## config.mk

```make
export PLATFORM = sky130hd
export DESIGN_NAME = flash_bus_front
export DESIGN_NICKNAME = d
export VERILOG_FILES = /design/src/rtl/flash_front_pkg.sv /design/src/rtl/flash_bus_decode.sv /design/src/rtl/flash_cmd_latch.sv /design/src/rtl/flash_array_model.sv /design/src/rtl/flash_bus_front.sv
export SDC_FILE = /design/constraint.sdc
export NUM_CORES = 1
export LEC_CHECK = 0
export ABC_CLOCK_PERIOD_IN_PS = 3300
export BUFFER_PORTS_ARGS = -buffer_cell sky130_fd_sc_hd__buf_2
export CAP_MARGIN = 30
export CORE_MARGIN = 2
export CORE_UTILIZATION = 45
export CTS_BUF_LIST = sky130_fd_sc_hd__clkbuf_2
export CTS_CLUSTER_DIAMETER = 100
export DETAILED_ROUTE_END_ITERATION = 7
export PLACE_DENSITY = 0.68
export SYNTH_ARGS = -nofsm -noshare
export SYNTH_HDL_FRONTEND = slang
export SYNTH_HIERARCHICAL = 1
export SYNTH_SLANG_ARGS = --single-unit
```

## constraint.sdc

```tcl
create_clock -name clk -period 3.3 [get_ports clk]
set_clock_uncertainty 0.05 [all_clocks]
set_input_delay 0.165 -clock clk [delete_from_list [all_inputs] [get_ports clk]]
set_output_delay 0.165 -clock clk [all_outputs]
set_load 0.02 [all_outputs]
```

## src/rtl/flash_front_pkg.sv

```systemverilog
package flash_front_pkg;

    localparam int DQ_W   = 16;
    localparam int BYTE_W = 8;

    typedef enum logic [2:0] {
        OP_RESET   = 3'd0,
        OP_STANDBY = 3'd1,
        OP_OUTDIS  = 3'd2,
        OP_READ    = 3'd3,
        OP_WRITE   = 3'd4
    } bus_op_e;

    typedef struct packed {
        logic ce_n;
        logic oe_n;
        logic we_n;
        logic rst_n;
    } bus_ctrl_t;

    // Reset pin dominates, then chip enable, then the OE/WE pair.
    function automatic bus_op_e decode_op(input bus_ctrl_t c);
        if (!c.rst_n)              return OP_RESET;
        if (c.ce_n)                return OP_STANDBY;
        if (!c.oe_n && c.we_n)     return OP_READ;
        if (c.oe_n && !c.we_n)     return OP_WRITE;
        return OP_OUTDIS;
    endfunction

    function automatic logic [DQ_W-1:0] lane_enables(input logic word_mode);
        return word_mode ? {DQ_W{1'b1}} : {{(DQ_W-BYTE_W){1'b0}}, {BYTE_W{1'b1}}};
    endfunction

endpackage

```

## src/rtl/flash_bus_decode.sv

```systemverilog
module flash_bus_decode
    import flash_front_pkg::*;
#(
    parameter int WADDR_W = 21
) (
    input  bus_ctrl_t              ctrl,
    input  logic                   word_mode,
    input  logic [WADDR_W-1:0]     addr,
    input  logic [DQ_W-1:0]        dq_in,
    output bus_op_e                op,
    output logic [WADDR_W:0]       baddr,
    output logic [DQ_W-1:0]        wdata
);

    assign op    = decode_op(ctrl);
    // Byte mode: top data pin supplies the sub-word address bit.
    assign baddr = {addr, (word_mode ? 1'b0 : dq_in[DQ_W-1])};
    assign wdata = dq_in & lane_enables(word_mode);

endmodule

```

## src/rtl/flash_cmd_latch.sv

```systemverilog
module flash_cmd_latch
    import flash_front_pkg::*;
#(
    parameter int BADDR_W  = 22,
    parameter int SECT_W   = 9,
    parameter bit BOOT_TOP = 1'b0
) (
    input  logic                clk,
    input  logic                rst,
    input  bus_op_e             op,
    input  logic                we_n,
    input  logic                word_mode,
    input  logic                wprot_n,
    input  logic [BADDR_W-1:0]  baddr,
    input  logic [DQ_W-1:0]     wdata,
    output logic                mem_we,
    output logic                cmd_valid,
    output logic [BADDR_W-1:0]  cmd_addr,
    output logic [DQ_W-1:0]     cmd_data,
    output logic                cmd_byte,
    output logic                wr_reject
);

    localparam logic [SECT_W-1:0] BOOT_SECT = {SECT_W{BOOT_TOP}};

    logic wr_seen;
    logic we_rise;
    logic is_prot;

    assign we_rise = wr_seen && we_n && (op != OP_RESET);
    assign is_prot = !wprot_n && (baddr[BADDR_W-1 -: SECT_W] == BOOT_SECT);
    assign mem_we  = we_rise && !is_prot;

    always_ff @(posedge clk) begin
        if (rst) begin
            wr_seen   <= 1'b0;
            cmd_valid <= 1'b0;
            wr_reject <= 1'b0;
            cmd_addr  <= '0;
            cmd_data  <= '0;
            cmd_byte  <= 1'b0;
        end else begin
            wr_seen   <= (op == OP_WRITE);
            cmd_valid <= we_rise && !is_prot;
            wr_reject <= we_rise && is_prot;
            if (we_rise && !is_prot) begin
                cmd_addr <= baddr;
                cmd_data <= wdata;
                cmd_byte <= !word_mode;
            end
        end
    end

    AST_CMD_ONE_SHOT:  assert property (@(posedge clk) disable iff (rst) cmd_valid |=> !cmd_valid);
    AST_REJ_ONE_SHOT:  assert property (@(posedge clk) disable iff (rst) wr_reject |=> !wr_reject);
    AST_REJ_NEEDS_WP:  assert property (@(posedge clk) disable iff (rst) wr_reject |-> !$past(wprot_n));

endmodule

```

## src/rtl/flash_array_model.sv

```systemverilog
module flash_array_model
    import flash_front_pkg::*;
#(
    parameter int BADDR_W = 22,
    parameter int SECT_W  = 9,
    parameter int MEM_AW  = 4
) (
    input  logic                clk,
    input  logic                rst,
    input  bus_op_e             op,
    input  logic                word_mode,
    input  logic [BADDR_W-1:0]  baddr,
    input  logic                mem_we,
    input  logic [DQ_W-1:0]     wdata,
    output logic [DQ_W-1:0]     dq_out,
    output logic [DQ_W-1:0]     dq_oe
);

    localparam int DEPTH    = 1 << MEM_AW;
    localparam int SECT_BIT = BADDR_W - SECT_W;

    logic [DQ_W-1:0]   mem [DEPTH];
    logic [MEM_AW-1:0] idx;
    logic [DQ_W-1:0]   word_q;

    // Sector LSB plus low word-address bits pick the stand-in cell.
    assign idx    = {baddr[SECT_BIT], baddr[MEM_AW-1:1]};
    assign word_q = mem[idx];

    always_ff @(posedge clk) begin
        if (rst) begin
            for (int i = 0; i < DEPTH; i++) mem[i] <= '0;
            dq_out <= '0;
            dq_oe  <= '0;
        end else begin
            if (mem_we) begin
                if (word_mode)
                    mem[idx] <= wdata;
                else if (baddr[0])
                    mem[idx][DQ_W-1:BYTE_W] <= wdata[BYTE_W-1:0];
                else
                    mem[idx][BYTE_W-1:0] <= wdata[BYTE_W-1:0];
            end
            if (op == OP_READ) begin
                dq_oe  <= lane_enables(word_mode);
                dq_out <= word_mode ? word_q
                        : {{(DQ_W-BYTE_W){1'b0}},
                           (baddr[0] ? word_q[DQ_W-1:BYTE_W] : word_q[BYTE_W-1:0])};
            end else begin
                dq_oe  <= '0;
                dq_out <= '0;
            end
        end
    end

    AST_BYTE_UPPER_QUIET: assert property (@(posedge clk) disable iff (rst)
        !word_mode |=> (dq_oe[DQ_W-1:BYTE_W] == '0 && dq_out[DQ_W-1:BYTE_W] == '0));
    AST_DRIVE_ONLY_READ:  assert property (@(posedge clk) disable iff (rst)
        (op != OP_READ) |=> (dq_oe == '0));

endmodule

```

## src/rtl/flash_bus_front.sv

```systemverilog
module flash_bus_front
    import flash_front_pkg::*;
#(
    parameter int WADDR_W  = 21,
    parameter int SECT_W   = 9,
    parameter int MEM_AW   = 4,
    parameter bit BOOT_TOP = 1'b0
) (
    input  logic               clk,
    input  logic               rst,
    input  logic               ce_n,
    input  logic               oe_n,
    input  logic               we_n,
    input  logic               hw_reset_n,
    input  logic               word_mode,
    input  logic               wprot_n,
    input  logic [WADDR_W-1:0] addr,
    input  logic [15:0]        dq_in,
    output logic [15:0]        dq_out,
    output logic [15:0]        dq_oe,
    output logic [2:0]         op,
    output logic               cmd_valid,
    output logic [WADDR_W:0]   cmd_addr,
    output logic [15:0]        cmd_data,
    output logic               cmd_byte,
    output logic               wr_reject
);

    localparam int BADDR_W = WADDR_W + 1;

    bus_ctrl_t           ctrl;
    bus_op_e             op_now;
    bus_op_e             op_q;
    logic [BADDR_W-1:0]  baddr;
    logic [DQ_W-1:0]     wdata;
    logic                mem_we;

    assign ctrl = '{ce_n: ce_n, oe_n: oe_n, we_n: we_n, rst_n: hw_reset_n};

    flash_bus_decode #(.WADDR_W(WADDR_W)) u_decode (
        .ctrl(ctrl), .word_mode(word_mode), .addr(addr), .dq_in(dq_in),
        .op(op_now), .baddr(baddr), .wdata(wdata)
    );

    flash_cmd_latch #(.BADDR_W(BADDR_W), .SECT_W(SECT_W), .BOOT_TOP(BOOT_TOP)) u_cmd (
        .clk(clk), .rst(rst), .op(op_now), .we_n(we_n), .word_mode(word_mode),
        .wprot_n(wprot_n), .baddr(baddr), .wdata(wdata), .mem_we(mem_we),
        .cmd_valid(cmd_valid), .cmd_addr(cmd_addr), .cmd_data(cmd_data),
        .cmd_byte(cmd_byte), .wr_reject(wr_reject)
    );

    flash_array_model #(.BADDR_W(BADDR_W), .SECT_W(SECT_W), .MEM_AW(MEM_AW)) u_array (
        .clk(clk), .rst(rst), .op(op_now), .word_mode(word_mode), .baddr(baddr),
        .mem_we(mem_we), .wdata(wdata), .dq_out(dq_out), .dq_oe(dq_oe)
    );

    always_ff @(posedge clk) begin
        if (rst) op_q <= OP_RESET;
        else     op_q <= op_now;
    end

    assign op = op_q;

    AST_STANDBY_HIZ:  assert property (@(posedge clk) disable iff (rst)
        ce_n |=> (dq_oe == '0));
    AST_RESETPIN_HIZ: assert property (@(posedge clk) disable iff (rst)
        !hw_reset_n |=> (dq_oe == '0 && !cmd_valid && op == OP_RESET));
    AST_WRITE_NO_DRIVE: assert property (@(posedge clk) disable iff (rst)
        (hw_reset_n && !ce_n && oe_n && !we_n) |=> (op == OP_WRITE && dq_oe == '0));

endmodule

```

==> flow_metrics.py, run 1 <==
metrics = {
    "critical_path": {
        "rr_endpoint": "u_array/mem[7][6]$_SDFFCE_PN0P_",
        "r2r_cells": 7,
        "cp.arrival_ns": 3.96,
        "worstPathRequired_ns": 3.96,
        "critPathLaunchType": "primary input",
        "r2r_slack_ns": 0.62,
        "slowest_stage": "dlygate4sd3_1",
        "critical_path_class": "in2reg",
        "max_stage_delay_ns": 0.65,
        "crit_path_frequent_cell": "dlygate4sd3_1",
        "critical_path.max_fanout": 8,
        "path_cells": "dlygate4sd3_1 -> buf_2 -> dlygate4sd3_1 -> nor3b_2 -> dlygate4sd3_1 -> and4bb_1 -> nand3_1 -> a2111oi_1 -> a31oi_1 -> o211ai_1",
        "cp-end-kind": "flop",
        "timing.rr.start": "u_cmd/wr_seen$_SDFF_PP0_",
    },
    "sta": {
        "finalMaxSlewViolations": 0,
        "post-route-min-period_ns": 3.30,
        "post-route-period-util_pct": 100,
        "fin_setup_tns_ns": -0.00144,
        "hold_violations": 0,
        "hold_ws_ns": 0.0864,
        "worst_pin_slew_ns": 0.649,
        "finalSetupViolations": 1,
        "fin_ws_ns": -0.00144,
        "max_freq_ghz": 0.303,
        "slew_headroom_pct": 56.7,
        "rsz0062_at_grt": "true",
    },
    "placement": {
        "dpl_cell_area_um2": 15500,
        "port_buffers": 120,
        "dp_hpwl_mm": 23.5,
        "place_inst": 1621,
        "preCtsSetupSlack_ns": 0.255,
        "gp_congestion": 0.828,
    },
    "finish": {
        "layout_common_cells": "edfxtp_1 (256), nor2_1 (156), and2_1 (137)",
        "design_area_um2": 17100,
        "instances_no_fill": 1840,
        "fin_nets": 1379,
        "fillers": 2759,
        "final_common_cell": "edfxtp_1",
        "area_growth_pct": 15.5,
        "multiInputGateArea_um2": 5110,
        "final_util_pct": 52.6,
        "seqCellArea_um2": 8950,
        "drive_gt1_share_pct": 24.8,
    },
    "floorplanning": {
        "die_w_um": 185,
        "ioPinCount": 121,
        "die_h_um": 185,
        "fp.dieArea_um2": 34300,
        "row_count": 66,
        "core_um2": 32500,
        "initial_core_util_pct": 45.6,
    },
    "power_and_ir_drop": {
        "ir_drop_v": 0.000304,
        "total_power_mw": 7.80,
        "p_per_area_nw_per_um2": 457,
        "p_leak_nw": 6.75,
    },
    "detailed_routing": {
        "wl_met1_mm": 15.5,
        "wl_per_cell_um": 20.3,
        "met2_length_mm": 18.2,
        "viasPerCell": 5.29,
        "postRouteAntennaNets": 0,
        "routed_wl_mm": 37.4,
        "drtIter0Drc": 899,
        "met3_length_mm": 2.72,
        "firstDrtPassIters": 5,
        "drc": 0,
        "num_vias": 9733,
        "top_layer": "met4",
    },
    "cts": {
        "cts_setup_buffers": 0,
        "cts_inserted_buffers": 78,
        "cts.path.max_buffers": 3,
        "cts_tree": "done",
        "cts_max_level": 3,
        "path_clk_slew_ns": 0.10,
        "cts-root-buf": "clkbuf_2",
        "clk_latency_ns": 0.93,
        "clkSinkCount": 319,
    },
    "run_status": {
        "outcome": "complete, but fails checks",
        "violations": "setup timing",
    },
    "global_route": {
        "grt_pass1_vias": 9930,
        "grtUsageTotal_pct": 22.2,
        "grt_pass1_wl_mm": 56.7,
        "grt_overflow": 0,
        "grt_max_degree": 65,
        "antenna_found_initial": 1,
    },
    "flow_run": {
        "cap_viol_max_count": 0,
    },
    "worst_hold_path": {
        "holdPathStages": 4,
        "hold_end": "u_cmd/cmd_addr[10]$_SDFFE_PP0P_",
        "worstHoldStart": "addr[9]",
        "hold_path.class": "in2reg",
    },
    "synth": {
        "yosysWarnings": 6,
        "ys_seq_elements": 319,
        "synth_edf_count": 256,
        "synth.distinct_cells": 55,
        "synth_nets": 1173,
        "yosysSeqAreaShare_pct": 60.5,
        "syn_area_um2": 14800,
        "synthCells": 1128,
        "async_flop_share_pct": 0,
        "synth_ff_type": "edfxtp_1",
        "avgSynthCellArea_um2": 13.1,
    },
}
## synth_stat cells, drive strengths merged (9+ instances only)
master | number | area, um2
nor2 | 159 | 604
clkbuf | 27 | 103
edfxtp | 256 | 7690
a211oi | 15 | 113
a22oi | 18 | 135
buf | 83 | 627
or2 | 16 | 100
mux4 | 32 | 732
and2 | 137 | 857
nand2 | 24 | 90.1
dfxtp | 63 | 1260
mux2 | 9 | 105
mux2i | 104 | 1040
nor3b | 10 | 90.1
nor2b | 17 | 114
nand2b | 89 | 559
## worst max path at each step
stage | startpoint | endpoint | cells past startpoint
after detailed placement | oe_n | u_array/mem[7][2]$_SDFFCE_PN0P_ | 10
final | ce_n | u_array/dq_out[7]$_SDFF_PP0_ | 10
after global placement | oe_n | u_array/mem[7][1]$_SDFFCE_PN0P_ | 10
after CTS | ce_n | u_array/dq_out[7]$_SDFF_PP0_ | 10
after floorplan | oe_n | u_array/mem[11][15]$_SDFFCE_PN0P_ | 10
after global routing | ce_n | u_array/mem[7][6]$_SDFFCE_PN0P_ | 11
## state kept, by name, summed over array words and instances (netlist names)
| name | flops |
|---|---|
| u_cmd/wr_reject | 1 |
| u_cmd/cmd_valid | 1 |
| u_cmd/cmd_byte | 1 |
| u_cmd/cmd_data | 16 |
| u_cmd/wr_seen | 1 |
| op | 3 |
| u_array/mem | 256 |
| u_array/dq_out | 16 |
| u_array/dq_oe | 2 |
| u_cmd/cmd_addr | 22 |
## kinds of logic (layout without fill, tap and decap cells)
group | after synthesis | in the layout | synth area share (%)
AOI/OAI and AO/OA | 73 | 73 | 3.99
buffers and inverters | 113 | 382 | 5.01
DFF | 319 | 319 | 60.5
muxes | 145 | 145 | 12.7
other | 0 | 1 | 0
and+or+nand+nor | 478 | 478 | 17.8
## routing by layer
layer,track usage (%),vias to the layer above
li1,-,4449
met1,28.7,4771
met2,36.2,446
met3,5.11,67
met4,8.86,0
met5,0,-
## critical path: cells and delay by family
family                 cells  cell delay [ns]
buffers and inverters      4             1.91
AND/OR/NAND/NOR            3             1.02
AO/OA/AOI/OAI              3             0.86
## repair_timing
item	CTS	global route
setup endpoints to repair	0	10
gates resized for setup	0	3
hold endpoints to repair	340	0
hold buffers	75	0
## area by class of cell
cell class	instances	area share [%]
repair buffers	236	9.76
well taps	442	3.24
clock buffers	103	3.02
inverters	3	0.0660
multi-input cells	696	29.9
flip-flops and latches	319	52.4
clock inverters	40	1.54
diodes	1	0.0147
## power by group
part | total [mW] | switching (mW) | internal, mW
registers | 4.43 | 0.0294 | 4.41
clock network | 2.77 | 1.59 | 1.18
logic | 0.600 | 0.364 | 0.236
total | 7.80 | 1.98 | 5.82
(Power assumes the default switching activity.)
==> run 2, diff against run 1 <==
--- a/config.mk
+++ b/config.mk
@@ -6,5 +6,5 @@
 export NUM_CORES = 1
 export LEC_CHECK = 0
-export ABC_CLOCK_PERIOD_IN_PS = 3300
+export ABC_CLOCK_PERIOD_IN_PS = 4000
 export BUFFER_PORTS_ARGS = -buffer_cell sky130_fd_sc_hd__buf_2
 export CAP_MARGIN = 30
@@ -15,4 +15,5 @@
 export DETAILED_ROUTE_END_ITERATION = 7
 export PLACE_DENSITY = 0.68
+export SETUP_SLACK_MARGIN = 0.1
 export SYNTH_ARGS = -nofsm -noshare
 export SYNTH_HDL_FRONTEND = slang
==> constraint.sdc (replaced) <==
create_clock -name clk -period 4 [get_ports clk]
set_clock_uncertainty 0.05 [all_clocks]
set_input_delay 0.2 -clock clk [delete_from_list [all_inputs] [get_ports clk]]
set_output_delay 0.2 -clock clk [all_outputs]
set_load 0.005 [all_outputs]
==> flow_metrics.py, run 2 (same netlist as run 1, synthesis figures left out) <==
metrics = {
    "worst_hold_path": {
        "worstHoldStart": "addr[0]",
        "hold_path.class": "in2reg",
    },
    "cts": {
        "cts_max_level": 3,
        "cts_inserted_buffers": 79,
        "cts_setup_buffers": 0,
        "cts_tree": "done",
        "path_clk_slew_ns": 0.10,
        "ctsHoldBuffers": 77,
        "cts-root-buf": "clkbuf_2",
        "cts.path.max_buffers": 3,
        "post_cts_resize_count": 0,
        "clkSinkCount": 319,
        "clk_latency_ns": 0.86,
    },
    "critical_path": {
        "slowest_stage": "a2111oi_0",
        "critical_path_class": "in2reg",
        "cp.arrival_ns": 3.72,
        "crit_path_frequent_cell": "dlygate4sd3_1",
        "worstPathRequired_ns": 4.71,
        "cp-startpoint": "we_n",
        "rr_endpoint": "u_array/mem[11][13]$_SDFFCE_PN0P_",
        "r2r_cells": 6,
        "r2r_slack_ns": 1.15,
        "critPathLaunchType": "primary input",
        "critical_path.max_fanout": 8,
        "path_cells": "dlygate4sd3_1 -> buf_2 -> nor2b_1 -> o21a_1 -> dlygate4sd3_1 -> and4bb_1 -> nand3_1 -> a2111oi_0 -> a31oi_1 -> o211ai_1",
        "max_stage_delay_ns": 0.77,
        "cp-end-kind": "flop",
        "crit_end": "u_array/dq_out[0]$_SDFF_PP0_",
        "timing.rr.start": "u_cmd/wr_seen$_SDFF_PP0_",
    },
    "finish": {
        "fillers": 2727,
        "fin_nets": 1359,
        "largest-register": "u_array/mem",
        "top_regs": "u_array/mem (256), u_cmd/cmd_addr (22)",
        "layout_common_cells": "edfxtp_1 (256), nor2_1 (158), and2_1 (137)",
        "largest_reg_flops": 256,
        "final_common_cell": "edfxtp_1",
        "area_growth_pct": 14.6,
        "drive_gt1_share_pct": 24.6,
    },
    "sta": {
        "slew_headroom_pct": 31.6,
        "max_freq_ghz": 0.333,
        "rsz0062_at_grt": "false",
        "fin_ws_ns": 0.995,
        "finalMaxSlewViolations": 0,
        "hold_violations": 0,
        "fin_setup_tns_ns": 0,
        "finalSetupViolations": 0,
        "post-route-period-util_pct": 75.1,
        "worst_pin_slew_ns": 1.02,
        "post-route-min-period_ns": 3.01,
    },
    "placement": {
        "preCtsSetupSlack_ns": 0.826,
        "port_buffers": 120,
        "gp_congestion": 0.830,
        "dp_hpwl_mm": 23.7,
    },
    "detailed_routing": {
        "drtIter0Drc": 815,
        "met2_length_mm": 17.5,
        "met3_length_mm": 3.44,
        "wl_per_cell_um": 20.6,
        "firstDrtPassIters": 6,
        "top_layer": "met4",
        "postRouteAntennaNets": 0,
        "drc": 0,
        "routed_wl_mm": 37.5,
        "viasPerCell": 5.31,
        "num_vias": 9655,
        "wl_met1_mm": 15.8,
    },
    "run_status": {
        "outcome": "completed",
    },
    "power_and_ir_drop": {
        "total_power_mw": 6.51,
        "ir_drop_v": 0.000237,
        "clkPwrFrac_pct": 36.3,
        "internal_power_mw": 4.88,
        "p_sw_mw": 1.63,
        "p_per_area_nw_per_um2": 384,
        "p_leak_nw": 6.71,
        "sw_frac_of_total_pct": 25.1,
        "pwr-share-comb_pct": 7.4,
        "pwr-share-seq_pct": 56.3,
    },
    "floorplanning": {
        "initial_core_util_pct": 45.6,
        "ioPinCount": 121,
        "row_count": 66,
        "die_w_um": 185,
        "die_h_um": 185,
        "fp.dieArea_um2": 34300,
        "core_um2": 32500,
    },
    "global_route": {
        "antenna_found_initial": 1,
        "grt_max_degree": 66,
        "grt_pass1_wl_mm": 56.1,
        "grt_overflow": 0,
        "grtUsageTotal_pct": 22.1,
        "grt_pass1_vias": 9626,
    },
    "flow_run": {
        "cap_viol_max_count": 0,
    },
}
==> run 2: cell types whose count changed in the layout (fill, tap and decap cells not counted), moves of 2 or more <==
cell           delta
dlygate4sd3_1     +2
nor2_1            +2
clkinv_2          +2
clkinv_1         -17
buf_4            -24
nor2_2            -2
clkbuf_2         +16
==> run 2: how the worst min path moves through the flow <==
stage	cells after the start	endpoint
after global routing	3	u_array/mem[4][7]$_SDFFCE_PN0P_
after floorplan	1	op[0]$_SDFF_PP0_
after CTS	3	u_array/mem[0][6]$_SDFFCE_PN0P_
after global placement	2	u_cmd/cmd_addr[13]$_SDFFE_PP0P_
final	3	u_array/mem[4][4]$_SDFFCE_PN0P_
after detailed placement	2	u_cmd/cmd_addr[21]$_SDFFE_PP0P_
==> run 2: routing by layer <==
layer  vias up  track usage [%]
met3        54             5.86
met1      4713             29.9
met2       472             34.4
met4         0             7.90
met5         -                0
li1       4416                -
==> run 2: through the flow <==
step	instance area [um2]	hold slack [ns]	utilization, %	cells
detailed placement	15400	0.409	47.4	1598
global placement	15400	0.402	47.4	1598
floorplan	14800	0.222	-	1128
finish	16900	0.0702	52.2	1819
CTS	16900	0.00651	52.2	1818
global route	16900	0.0227	52.2	1819
==> run 2: power by group through the flow <==
stage / combinational [mW] / sequential [mW] / clock (mW)
CTS: 0.475 / 3.66 / 2.42
global placement: 0.423 / 3.74 / 0
finish: 0.482 / 3.66 / 2.37
global route: 0.511 / 3.67 / 2.61
floorplan: 0.317 / 3.72 / 0
detailed placement: 0.429 / 3.74 / 0
==> run 2: critical path: cells and delay by family <==
family                 cells  cell delay, ns
and+or+nand+nor            3            0.90
buffers and inverters      3            1.33
AOI/OAI and AO/OA          4            1.28
==> run 2: layout make-up <==
| type | count | area (um2) | area share (%) |
|---|---|---|---|
| antenna | 1 | 2.50 | 0.0148 |
| clock buffer | 119 | 596 | 3.51 |
| clock inverter | 24 | 205 | 1.21 |
| inverter | 3 | 11.3 | 0.0664 |
| multi-input combinational | 696 | 5100 | 30.1 |
| sequential | 319 | 8950 | 52.8 |
| tap | 442 | 553 | 3.26 |
| timing repair buffer | 215 | 1530 | 9.00 |
